## src/rtl/dref_pkg.sv

```systemverilog
package dref_pkg;

    typedef enum logic [1:0] {
        PH_PAUSE,
        PH_INIT,
        PH_REINIT,
        PH_RUN
    } phase_e;

    typedef enum logic [2:0] {
        SQ_IDLE,
        SQ_SETUP,
        SQ_HOLD,
        SQ_RASLO,
        SQ_PRE
    } seq_e;

    typedef struct packed {
        logic ras_n;
        logic cas_n;
    } strobe_t;

    function automatic int unsigned cnt_width(input int unsigned n);
        return (n < 2) ? 1 : $clog2(n + 1);
    endfunction

    function automatic int unsigned max2(input int unsigned a, input int unsigned b);
        return (a > b) ? a : b;
    endfunction

endpackage

```

## src/rtl/dref_timer.sv

```systemverilog
module dref_timer #(
    parameter int unsigned IVL_W = 16
) (
    input  logic             clk,
    input  logic             rst,
    input  logic             en,
    input  logic [IVL_W-1:0] interval,
    output logic             tick
);
    logic [IVL_W-1:0] cnt;
    logic             wrap;

    // period reached; an interval of 0 behaves like 1
    assign wrap = ({1'b0, cnt} + {{IVL_W{1'b0}}, 1'b1}) >= {1'b0, interval};
    assign tick = en && wrap;

    always_ff @(posedge clk) begin
        if (rst || !en) begin
            cnt <= '0;
        end else if (wrap) begin
            cnt <= '0;
        end else begin
            cnt <= cnt + 1'b1;
        end
    end

endmodule

```

## src/rtl/dref_backlog.sv

```systemverilog
module dref_backlog
    import dref_pkg::*;
#(
    parameter int unsigned MAX_PEND = 8
) (
    input  logic clk,
    input  logic rst,
    input  logic clr,
    input  logic inc,
    input  logic dec,
    output logic pending,
    output logic urgent
);
    localparam int unsigned CW = cnt_width(MAX_PEND);
    localparam logic [CW-1:0] TOP = CW'(MAX_PEND);

    logic [CW-1:0] cnt;

    assign pending = (cnt != '0);
    assign urgent  = (cnt == TOP);

    always_ff @(posedge clk) begin
        if (rst || clr) begin
            cnt <= '0;
        end else if (inc && !dec) begin
            if (cnt != TOP) begin
                cnt <= cnt + 1'b1;
            end
        end else if (dec && !inc && cnt != '0) begin
            cnt <= cnt - 1'b1;
        end
    end


    no_overflow_chk: assert property (@(posedge clk) disable iff (rst)
        (cnt == TOP && inc && !dec && !clr) |=> (cnt == TOP));


    bound_chk: assert property (@(posedge clk) disable iff (rst)
        cnt <= TOP);

endmodule

```

## src/rtl/dref_seq.sv

```systemverilog
module dref_seq
    import dref_pkg::*;
#(
    parameter int unsigned CSR_CYC     = 1,
    parameter int unsigned CHR_CYC     = 1,
    parameter int unsigned RAS_LOW_CYC = 6,
    parameter int unsigned RAS_PRE_CYC = 5
) (
    input  logic    clk,
    input  logic    rst,
    input  logic    start,
    output logic    busy,
    output logic    done,
    output strobe_t strb
);
    localparam int unsigned L_SETUP = CSR_CYC - 1;
    localparam int unsigned L_HOLD  = CHR_CYC - 1;
    localparam int unsigned L_RASLO = RAS_LOW_CYC - CHR_CYC - 1;
    localparam int unsigned L_PRE   = RAS_PRE_CYC - 1;
    localparam int unsigned MAXL    = max2(max2(L_SETUP, L_HOLD), max2(L_RASLO, L_PRE));
    localparam int unsigned CW      = cnt_width(MAXL);

    seq_e          state, state_nx;
    logic [CW-1:0] cnt, cnt_nx;
    logic          last;

    assign last = (cnt == '0);

    always_comb begin
        state_nx = state;
        cnt_nx   = last ? cnt : cnt - 1'b1;
        done     = 1'b0;
        unique case (state)
            SQ_IDLE: if (start) begin
                state_nx = SQ_SETUP;
                cnt_nx   = CW'(L_SETUP);
            end
            SQ_SETUP: if (last) begin
                state_nx = SQ_HOLD;
                cnt_nx   = CW'(L_HOLD);
            end
            SQ_HOLD: if (last) begin
                state_nx = SQ_RASLO;
                cnt_nx   = CW'(L_RASLO);
            end
            SQ_RASLO: if (last) begin
                state_nx = SQ_PRE;
                cnt_nx   = CW'(L_PRE);
            end
            SQ_PRE: if (last) begin
                state_nx = SQ_IDLE;
                done     = 1'b1;
            end
            default: state_nx = SQ_IDLE;
        endcase
    end

    always_ff @(posedge clk) begin
        if (rst) begin
            state <= SQ_IDLE;
            cnt   <= '0;
        end else begin
            state <= state_nx;
            cnt   <= cnt_nx;
        end
    end

    assign busy       = (state != SQ_IDLE);
    assign strb.ras_n = !(state == SQ_HOLD || state == SQ_RASLO);
    assign strb.cas_n = !(state == SQ_SETUP || state == SQ_HOLD);

    // observation counters for the width checks
    logic [7:0] lo_len, hi_len;
    always_ff @(posedge clk) begin
        if (rst) begin
            lo_len <= '0;
            hi_len <= 8'hff;
        end else if (!strb.ras_n) begin
            lo_len <= (lo_len == 8'hff) ? lo_len : lo_len + 1'b1;
            hi_len <= '0;
        end else begin
            lo_len <= '0;
            hi_len <= (hi_len == 8'hff) ? hi_len : hi_len + 1'b1;
        end
    end


    cas_before_ras_chk: assert property (@(posedge clk) disable iff (rst)
        $fell(strb.ras_n) |-> (!strb.cas_n && !$past(strb.cas_n)));


    cas_release_chk: assert property (@(posedge clk) disable iff (rst)
        $rose(strb.cas_n) |-> !strb.ras_n);


    ras_low_width_chk: assert property (@(posedge clk) disable iff (rst)
        $rose(strb.ras_n) |-> (lo_len >= 8'(RAS_LOW_CYC)));


    ras_pre_width_chk: assert property (@(posedge clk) disable iff (rst)
        $fell(strb.ras_n) |-> (hi_len >= 8'(RAS_PRE_CYC)));

endmodule

```

## src/rtl/dram_refresh_sched.sv

```systemverilog
module dram_refresh_sched
    import dref_pkg::*;
#(
    parameter int unsigned PAUSE_CYC   = 50000,
    parameter int unsigned INIT_CYCLES = 8,
    parameter int unsigned BACKLOG_MAX = 8,
    parameter int unsigned IDLE_LIMIT  = 1640000,
    parameter int unsigned IVL_W       = 16,
    parameter int unsigned CSR_CYC     = 1,
    parameter int unsigned CHR_CYC     = 1,
    parameter int unsigned RAS_LOW_CYC = 6,
    parameter int unsigned RAS_PRE_CYC = 5
) (
    input  logic             clk,
    input  logic             rst,
    input  logic [IVL_W-1:0] interval_cfg,
    input  logic             ctl_ras_act,
    input  logic             ref_grant,
    output logic             ref_req,
    output logic             ref_urgent,
    output logic             init_done,
    output logic             strobe_own,
    output logic             ras_n,
    output logic             cas_n
);
    localparam int unsigned PW = cnt_width(PAUSE_CYC);
    localparam int unsigned IW = cnt_width(INIT_CYCLES);
    localparam int unsigned DW = cnt_width(IDLE_LIMIT);

    phase_e        phase;
    logic [PW-1:0] pause_cnt;
    logic [IW-1:0] init_left;
    logic [DW-1:0] idle_cnt;
    logic          regrant;

    logic    seq_start, seq_busy, seq_done;
    strobe_t strb;
    logic    tick, pending, urgent;
    logic    run, idle_hit, init_start, run_start;

    assign run      = (phase == PH_RUN);
    assign idle_hit = run && !seq_busy && (idle_cnt == DW'(IDLE_LIMIT));

    assign init_start = (phase == PH_INIT) && (init_left != '0) && !seq_busy
                        && (!regrant || ref_grant);
    assign run_start  = run && ref_grant && pending && !seq_busy && !idle_hit;
    assign seq_start  = init_start || run_start;

    dref_seq #(
        .CSR_CYC    (CSR_CYC),
        .CHR_CYC    (CHR_CYC),
        .RAS_LOW_CYC(RAS_LOW_CYC),
        .RAS_PRE_CYC(RAS_PRE_CYC)
    ) i_seq (
        .clk  (clk),
        .rst  (rst),
        .start(seq_start),
        .busy (seq_busy),
        .done (seq_done),
        .strb (strb)
    );

    dref_timer #(
        .IVL_W(IVL_W)
    ) i_timer (
        .clk     (clk),
        .rst     (rst),
        .en      (run),
        .interval(interval_cfg),
        .tick    (tick)
    );

    dref_backlog #(
        .MAX_PEND(BACKLOG_MAX)
    ) i_backlog (
        .clk    (clk),
        .rst    (rst),
        .clr    (!run),
        .inc    (tick),
        .dec    (run_start),
        .pending(pending),
        .urgent (urgent)
    );

    // phase control
    always_ff @(posedge clk) begin
        if (rst) begin
            phase     <= PH_PAUSE;
            pause_cnt <= '0;
            init_left <= '0;
            regrant   <= 1'b0;
        end else begin
            unique case (phase)
                PH_PAUSE: begin
                    if (pause_cnt == PW'(PAUSE_CYC - 1)) begin
                        phase     <= PH_INIT;
                        init_left <= IW'(INIT_CYCLES);
                        regrant   <= 1'b0;
                    end else begin
                        pause_cnt <= pause_cnt + 1'b1;
                    end
                end
                PH_INIT: begin
                    if (init_start) begin
                        init_left <= init_left - 1'b1;
                    end else if (init_left == '0 && !seq_busy) begin
                        phase <= PH_RUN;
                    end
                end
                PH_REINIT: begin
                    if (ref_grant) begin
                        phase     <= PH_INIT;
                        init_left <= IW'(INIT_CYCLES);
                        regrant   <= 1'b1;
                    end
                end
                PH_RUN: begin
                    if (idle_hit) begin
                        phase <= PH_REINIT;
                    end
                end
                default: phase <= PH_PAUSE;
            endcase
        end
    end

    // RAS idle watch, active only in normal operation
    always_ff @(posedge clk) begin
        if (rst || !run || !strb.ras_n || ctl_ras_act) begin
            idle_cnt <= '0;
        end else if (idle_cnt != DW'(IDLE_LIMIT)) begin
            idle_cnt <= idle_cnt + 1'b1;
        end
    end

    assign init_done  = run;
    assign ref_req    = (phase == PH_REINIT) || ((phase == PH_INIT) && regrant)
                        || (run && (pending || seq_busy));
    assign ref_urgent = urgent;
    assign strobe_own = seq_busy;
    assign ras_n      = strb.ras_n;
    assign cas_n      = strb.cas_n;


    pause_quiet_chk: assert property (@(posedge clk) disable iff (rst)
        (phase == PH_PAUSE) |-> (ras_n && cas_n));


    init_clean_chk: assert property (@(posedge clk) disable iff (rst)
        $rose(init_done) |-> (ras_n && cas_n && !strobe_own));


    own_strobe_chk: assert property (@(posedge clk) disable iff (rst)
        (!ras_n || !cas_n) |-> strobe_own);


    grant_start_chk: assert property (@(posedge clk) disable iff (rst)
        ($fell(cas_n) && init_done) |-> $past(ref_grant));


    reinit_quiet_chk: assert property (@(posedge clk) disable iff (rst)
        (phase == PH_REINIT) |-> (ras_n && cas_n && ref_req));

endmodule

```

## config.mk

```make
export PLATFORM = sky130hd
export DESIGN_NAME = dram_refresh_sched
export DESIGN_NICKNAME = d
export VERILOG_FILES = /design/src/rtl/dref_pkg.sv /design/src/rtl/dref_timer.sv /design/src/rtl/dref_backlog.sv /design/src/rtl/dref_seq.sv /design/src/rtl/dram_refresh_sched.sv
export SDC_FILE = /design/constraint.sdc
export NUM_CORES = 1
export LEC_CHECK = 0
export ABC_AREA = 1
export BUFFER_PORTS_ARGS = -buffer_cell sky130_fd_sc_hd__buf_4
export CAP_MARGIN = 20
export CORE_MARGIN = 2
export CORE_UTILIZATION = 40
export CTS_BUF_LIST = sky130_fd_sc_hd__clkbuf_4 sky130_fd_sc_hd__clkbuf_8 sky130_fd_sc_hd__clkbuf_16
export CTS_CLUSTER_DIAMETER = 120
export DETAILED_ROUTE_END_ITERATION = 7
export SETUP_SLACK_MARGIN = 0.02
export SYNTH_ARGS = -nofsm -noshare
export SYNTH_HDL_FRONTEND = slang
export SYNTH_SLANG_ARGS = --single-unit
```

## constraint.sdc

```tcl
create_clock -name clk -period 4.37 [get_ports clk]
set_input_delay 0.6555 -clock clk [delete_from_list [all_inputs] [get_ports clk]]
set_output_delay 0.6555 -clock clk [all_outputs]
set_load 0.01 [all_outputs]
```

==> results of run 1 <==
-- final cells by class --
| cell class | count | area (sq um) | share of cell area |
|---|---|---|---|
| inverters | 110 | 413 | 0.0891 |
| multi-input cells | 412 | 2230 | 0.482 |
| flip-flops and latches | 70 | 1400 | 0.303 |
| clock buffers | 12 | 153 | 0.0330 |
| well taps | 133 | 166 | 0.0359 |
| clock inverters | 4 | 70.1 | 0.0151 |
| repair buffers | 26 | 195 | 0.0421 |
-- per-stage QoR --
| stage | hold slack [ns] | power [uW] |
|---|---|---|
| detailed placement | 0.455 | 1080 |
| finish | 0.464 | 1650 |
| floorplan | 0.433 | 975 |
| global route | 0.490 | 1760 |
| CTS | 0.466 | 1670 |
| global placement | 0.453 | 1070 |
-- how the worst max path moves through the flow --
stage / start / end / slack, ns / cells past startpoint
floorplan: i_timer.cnt[0] / i_backlog.cnt[3] / 1.04 / 27
global placement: i_timer.cnt[0] / i_backlog.cnt[3] / 0.80 / 27
detailed placement: i_timer.cnt[0] / i_backlog.cnt[3] / 0.69 / 27
CTS: i_timer.cnt[0] / i_backlog.cnt[3] / 0.67 / 27
global route: i_timer.cnt[0] / i_backlog.cnt[3] / 0.19 / 27
finish: i_timer.cnt[0] / i_backlog.cnt[3] / 0.66 / 27
-- flip-flops by register name (all words and copies together), names as in the netlist --
| signal | flops |
|---|---|
| i_backlog.cnt | 4 |
| i_seq.cnt | 3 |
| i_seq.state | 3 |
| i_timer.cnt | 16 |
| idle_cnt | 21 |
| init_left | 4 |
| pause_cnt | 16 |
| phase | 2 |
| regrant | 1 |
-- routing by layer --
metal	GRT usage	part of all wire	vias up
met5	0	0	-
met4	0.0543	0.017	0
met3	0.0405	0.037	15
met2	0.263	0.45	46
met1	0.193	0.50	1606
li1	-	-	1977
-- power breakdown --
| group | internal (uW) | switching (uW) | total (uW) |
|---|---|---|---|
| combinational | 138 | 216 | 354 |
| sequential | 680 | 29.6 | 710 |
| clock | 348 | 240 | 589 |
| total | 1170 | 486 | 1650 |
-- critical path: stages, from the launching register on --
cell and delay (ns):
dfxtp_1 0.38, ha_1 0.18, nand2_1 0.08, nor2_2 0.15, nand2_1 0.15, inv_1 0.12, nand4_1 0.10, xor2_1 0.19
inv_1 0.07, ha_1 0.29, nand2_1 0.05, nor2_1 0.14, nand3_1 0.09, o21ai_0 0.14, nor2_1 0.07, nand2_1 0.12
nand3_1 0.18, ha_1 0.38, nand2_1 0.07, nand2_1 0.05, a31oi_1 0.18, inv_1 0.07, nand4_1 0.09, nand2_1 0.06
nand2_1 0.07, nand2_1 0.05, nand2_1 0.05, nor2_1 0.03
-- placed cells by master (no fill, tap or decap), drive strengths merged --
cell,Yosys,final
a211oi,1,1
a21o,2,2
a21oi,45,45
a221oi,1,1
a311oi,1,1
a31o,1,1
a31oi,3,3
buf,3,26
bufinv,0,2
clkbuf,2,12
clkinv,2,4
dfxtp,70,70
fa,1,1
ha,27,27
inv,108,108
nand2,123,123
nand3,37,37
nand3b,1,1
nand4,9,9
nor2,80,80
nor3,21,21
nor3b,5,5
nor4,2,2
o2111ai,1,1
o211ai,1,1
o21a,3,3
o21ai,27,27
or2,4,4
xnor2,5,5
xor2,11,11
-- cell families (layout without fill, tap and decap cells) --
| kind of cell | Yosys count | after routing | share of synthesized area |
|---|---|---|---|
| adder cells (fa/ha/maj) | 28 | 28 | 0.0879 |
| XOR/XNOR | 16 | 16 | 0.0344 |
| AND/OR/NAND/NOR | 282 | 282 | 0.312 |
| AO/OA/AOI/OAI | 86 | 86 | 0.115 |
| flip-flops | 70 | 70 | 0.344 |
| buffers and inverters | 115 | 152 | 0.107 |
==> flow_summary.yaml, run 1 <==
synth:
  ys_top_cells_by_area: "dfxtp_1 34%, nand2_1 11%, inv_1 9.5%"
  ys_async_sr_fraction: 0
  syn_area_per_cell_sq_um: 6.82
  ys_warn_count: 0
  synth_cell_types: 39
  synth_commonest_cells: "119 x nand2_1, 103 x inv_1, 72 x nor2_1"
  synth_area_leader_cell: "dfxtp_1"
  synth_most_common_cell: "nand2_1"
  synth-edff-count: 0
  synth_seq_area_share: 0.344
  synth_nets: 645
  syn_inst: 597
  netlist_area_sq_um: 4070
  postSynthRegisterBits: 70
  synth-main-ff-cell: "dfxtp_1"
  netlist.area_leader.share: 0.344
sta:
  rsz0062_at_grt: "no"
  setup-violations-final: 0
  max_slew_margin: 0.590
  fin_ws_ns: 0.664
  fin_setup_tns_ns: 0
  tightest_slew_ns: 0.613
  max_freq_mhz: 270
  timing.final.hold_violations: 0
  clock_skew_ns: 0.0101
  slew_violations: 0
  post-route-period-util: 0.848
  layout_min_cycle_time_ns: 3.71
routing:
  drt_iter0_markers: 137
  first_pass_iters: 4
  vias: 3644
  wl_per_cell_um: 10.6
  ant_nets: 0
  drt_wl_total_mm: 8.15
  drc: 0
  vias_per_cell: 4.75
placed_design:
  preCtsSetupSlack_ns: 0.685
  routabilityCongestion: 0.841
  dp_hpwl_mm: 6.34
  post_dp_cell_area_sq_um: 4410
  dp_cells: 751
  portBuffers: 25
clock_network:
  root_buffer: "clkbuf_8"
  cts_setup_buffers: 0
  clk-insertion-delay-late_ns: 0.35
  cts_resized: 0
  cts_tree: "yes"
  cts_buffers: 9
  clkTransAtPathRegs_ns: 0.08
  ctsHtreeMaxLevel: 3
  cts_buffer_depth: 2
  cts_sinks: 70
  holdBufCountCts: 0
global_route:
  gr-total-overflow: 0
  gr-usage-all-layers: 0.156
  grt_pass1_wl_mm: 14.2
  grt_pass1_vias: 3448
  antenna_found_initial: 0
  grt_max_degree: 17
worst_setup_path:
  cp_data_arrival_time_ns: 3.94
  worstSetupStartpointType: "flip-flop"
  cp.required_ns: 4.61
  path_max_fanout: 4
  rr_startpoint: "i_timer.cnt[0]"
  r2r_end: "i_backlog.cnt[3]"
  endpoint_kind: "flip-flop"
  crit_type: "reg -> reg"
  r2r_slack_ns: 0.66
  rr_worst_depth: 27
worst_hold_path:
  min_to: "init_left[0]"
  worstHoldStart: "init_left[0]"
  min-delay-path-class: "reg -> reg"
  min_path_cells: 2
power_and_ir_drop:
  peakVddDrop_mv: 0.282
  leakage_uw: 0.00192
  power_density_nw_per_um2: 357
cells_and_area:
  fill_cells: 1026
  fin_util: 0.472
  finalInstanceArea_sq_um: 4630
  syn_to_final_growth_pct: 13.8
  diodes: 0
  drive_above_1_share: 0.107
  final_cells: 767
  fin_nets: 677
run_status:
  status: "finished, final reports clean"
floorplan:
  coreArea_sq_um: 9820
  fp.dieW_um: 105
  placementRows: 36
  start_util: 0.415
  dieHeight_um: 105
  ios: 26
  die-area_sq_um: 11000
flow_run:
  cap_viol_max_count: 0
Note: power is estimated with default switching activity, not from simulation.
==> run 2, diff against run 1 <==
==> constraint.sdc (replaced) <==
create_clock -name clk -period 3.8 [get_ports clk]
set_input_delay 0.57 -clock clk [delete_from_list [all_inputs] [get_ports clk]]
set_output_delay 0.57 -clock clk [all_outputs]
set_load 0.01 [all_outputs]
==> run 2 against run 1 <==
Net effect: sequential cell count is the same; cell count decreased by 0.13%; critical path depth unchanged; final area increased by 0.19%; fmax up 8.8%; critical path type unchanged; critical endpoint unchanged; largest power group unchanged; highest routed layer unchanged.
==> flow_summary.yaml, run 2 (synthesized netlist as in run 1, its figures left out) <==
worst_setup_path:
  endpoint_kind: "flip-flop"
  crit_type: "reg -> reg"
  worstSetupStartpointType: "flip-flop"
  rr_startpoint: "i_timer.cnt[0]"
  cp_data_arrival_time_ns: 3.64
  rr_worst_depth: 27
  r2r_end: "i_backlog.cnt[3]"
  cp.required_ns: 4.04
  r2r_slack_ns: 0.40
  path_max_fanout: 4
cells_and_area:
  layout_commonest_cell: "nand2_1"
  fill_cells: 1031
  top_register: "idle_cnt"
  final_cell_mix: "117 x nand2_1, 103 x inv_1, 71 x nor2_1, 69 x dfxtp_1, 45 x a21oi_1"
  reg.largest.list: "idle_cnt (21), i_timer.cnt (16), pause_cnt (16)"
  fin_nets: 677
  diodes: 0
  largest_register_ff_count: 21
  drive_above_1_share: 0.115
  syn_to_final_growth_pct: 14.0
  fin_util: 0.473
placed_design:
  preCtsSetupSlack_ns: 0.111
  portBuffers: 25
  dp_hpwl_mm: 6.33
  routabilityCongestion: 0.841
routing:
  drt_wl_total_mm: 8.18
  drc: 0
  wl_per_cell_um: 10.7
  first_pass_iters: 4
  vias: 3620
  vias_per_cell: 4.73
  drt_iter0_markers: 121
  ant_nets: 0
floorplan:
  fp.dieW_um: 105
  die-area_sq_um: 11000
  start_util: 0.415
  ios: 26
  placementRows: 36
  coreArea_sq_um: 9820
  dieHeight_um: 105
run_status:
  status: "finished, final reports clean"
power_and_ir_drop:
  power_density_nw_per_um2: 392
  clockPowerShare: 0.328
  total_power_uw: 1820
  internal_power_uw: 1260
  combPwrFrac: 0.223
  leakage_uw: 0.00190
  peakVddDrop_mv: 0.341
  p_seq_frac: 0.449
  power.switching_uw: 556
  p_sw_frac: 0.306
sta:
  post-route-period-util: 0.896
  max_slew_margin: 0.575
  clock_skew_ns: 0.00933
  rsz0062_at_grt: "no"
  slew_violations: 0
  setup-violations-final: 0
  layout_min_cycle_time_ns: 3.40
  max_freq_mhz: 294
  tightest_slew_ns: 0.636
  fin_ws_ns: 0.395
  fin_setup_tns_ns: 0
  fin_hold_ws_ns: 0.435
  timing.final.hold_violations: 0
worst_hold_path:
  min-delay-path-class: "reg -> reg"
  worstHoldStart: "i_timer.cnt[0]"
  min_to: "i_timer.cnt[0]"
  min_path_cells: 1
clock_network:
  holdBufCountCts: 0
  ctsHtreeMaxLevel: 3
  root_buffer: "clkbuf_8"
  cts_sinks: 70
  clk-insertion-delay-late_ns: 0.34
  cts_buffers: 9
  cts_buffer_depth: 2
  clkTransAtPathRegs_ns: 0.07
  cts_tree: "yes"
global_route:
  grt_pass1_vias: 3374
  grt_pass1_wl_mm: 14.1
  antenna_found_initial: 0
  grt_max_degree: 17
  gr-total-overflow: 0
  gr-usage-all-layers: 0.154
flow_run:
  cap_viol_max_count: 0
[run 2: critical path, cell delays in order (launching register included)]
cell and delay [ns]:
dfxtp_2 0.35, ha_1 0.16, nand2_1 0.10, nor2_4 0.13, nand2_2 0.10, inv_1 0.10, nand4_1 0.10, xor2_1 0.21
inv_1 0.06, ha_1 0.29, nand2_1 0.06, nor2_2 0.11, nand3_1 0.08, o21ai_0 0.15, nor2_1 0.08, nand2_2 0.11
nand3_4 0.11, ha_4 0.27, nand2_1 0.06, nand2_1 0.05, a31oi_1 0.19, inv_1 0.06, nand4_1 0.08, nand2_1 0.06
nand2_1 0.07, nand2_1 0.05, nand2_1 0.05, nor2_1 0.03
[run 2: final cells by class]
type	instances	area, sq um	area share
inverters	110	413	0.0890
well taps	133	166	0.0359
flip-flops and latches	70	1400	0.302
repair buffers	26	195	0.0421
multi-input cells	412	2270	0.489
clock buffers	11	145	0.0313
clock inverters	4	47.5	0.0102
[run 2: metal layers]
layer  wire (um)  part of all wire  global-route usage
met4          85             0.010              0.0486
met3         220             0.027              0.0343
met1        4110              0.50               0.194
met2        3770              0.46               0.262
met5           0                 0                   0
[run 2: worst max path at each step]
stage / from / end / slack [ns] / depth (start not counted)
CTS: i_timer.cnt[0] / i_backlog.cnt[3] / 0.10 / 27
floorplan: i_timer.cnt[0] / i_backlog.cnt[3] / 0.47 / 27
global placement: i_timer.cnt[0] / i_backlog.cnt[3] / 0.23 / 27
global route: i_timer.cnt[1] / i_backlog.cnt[3] / 0.03 / 27
finish: i_timer.cnt[0] / i_backlog.cnt[3] / 0.40 / 27
detailed placement: i_timer.cnt[0] / i_backlog.cnt[3] / 0.11 / 27
[run 2: what timing repair did]
action                                  in CTS  in global routing
gates resized for setup                      0                  8
endpoints found under the setup margin       0                  1
setup buffers                                0                  0
hold endpoints to repair                     0                  0
[run 2: through the flow]
step | instances | instance area (sq um)
5_1_grt | 766 | 4640
4_1_cts | 766 | 4600
3_5_place_dp | 751 | 4410
2_1_floorplan | 597 | 4070
6_report | 766 | 4640
3_3_place_gp | 751 | 4410
[run 2: power groups by stage]
stage          clock (uW)  sequential [uW]  combinational (uW)
2_1_floorplan           0              825                 296
3_3_place_gp            0              832                 402
3_5_place_dp            0              833                 406
4_1_cts               622              816                 408
5_1_grt               644              822                 475
6_report              597              817                 407
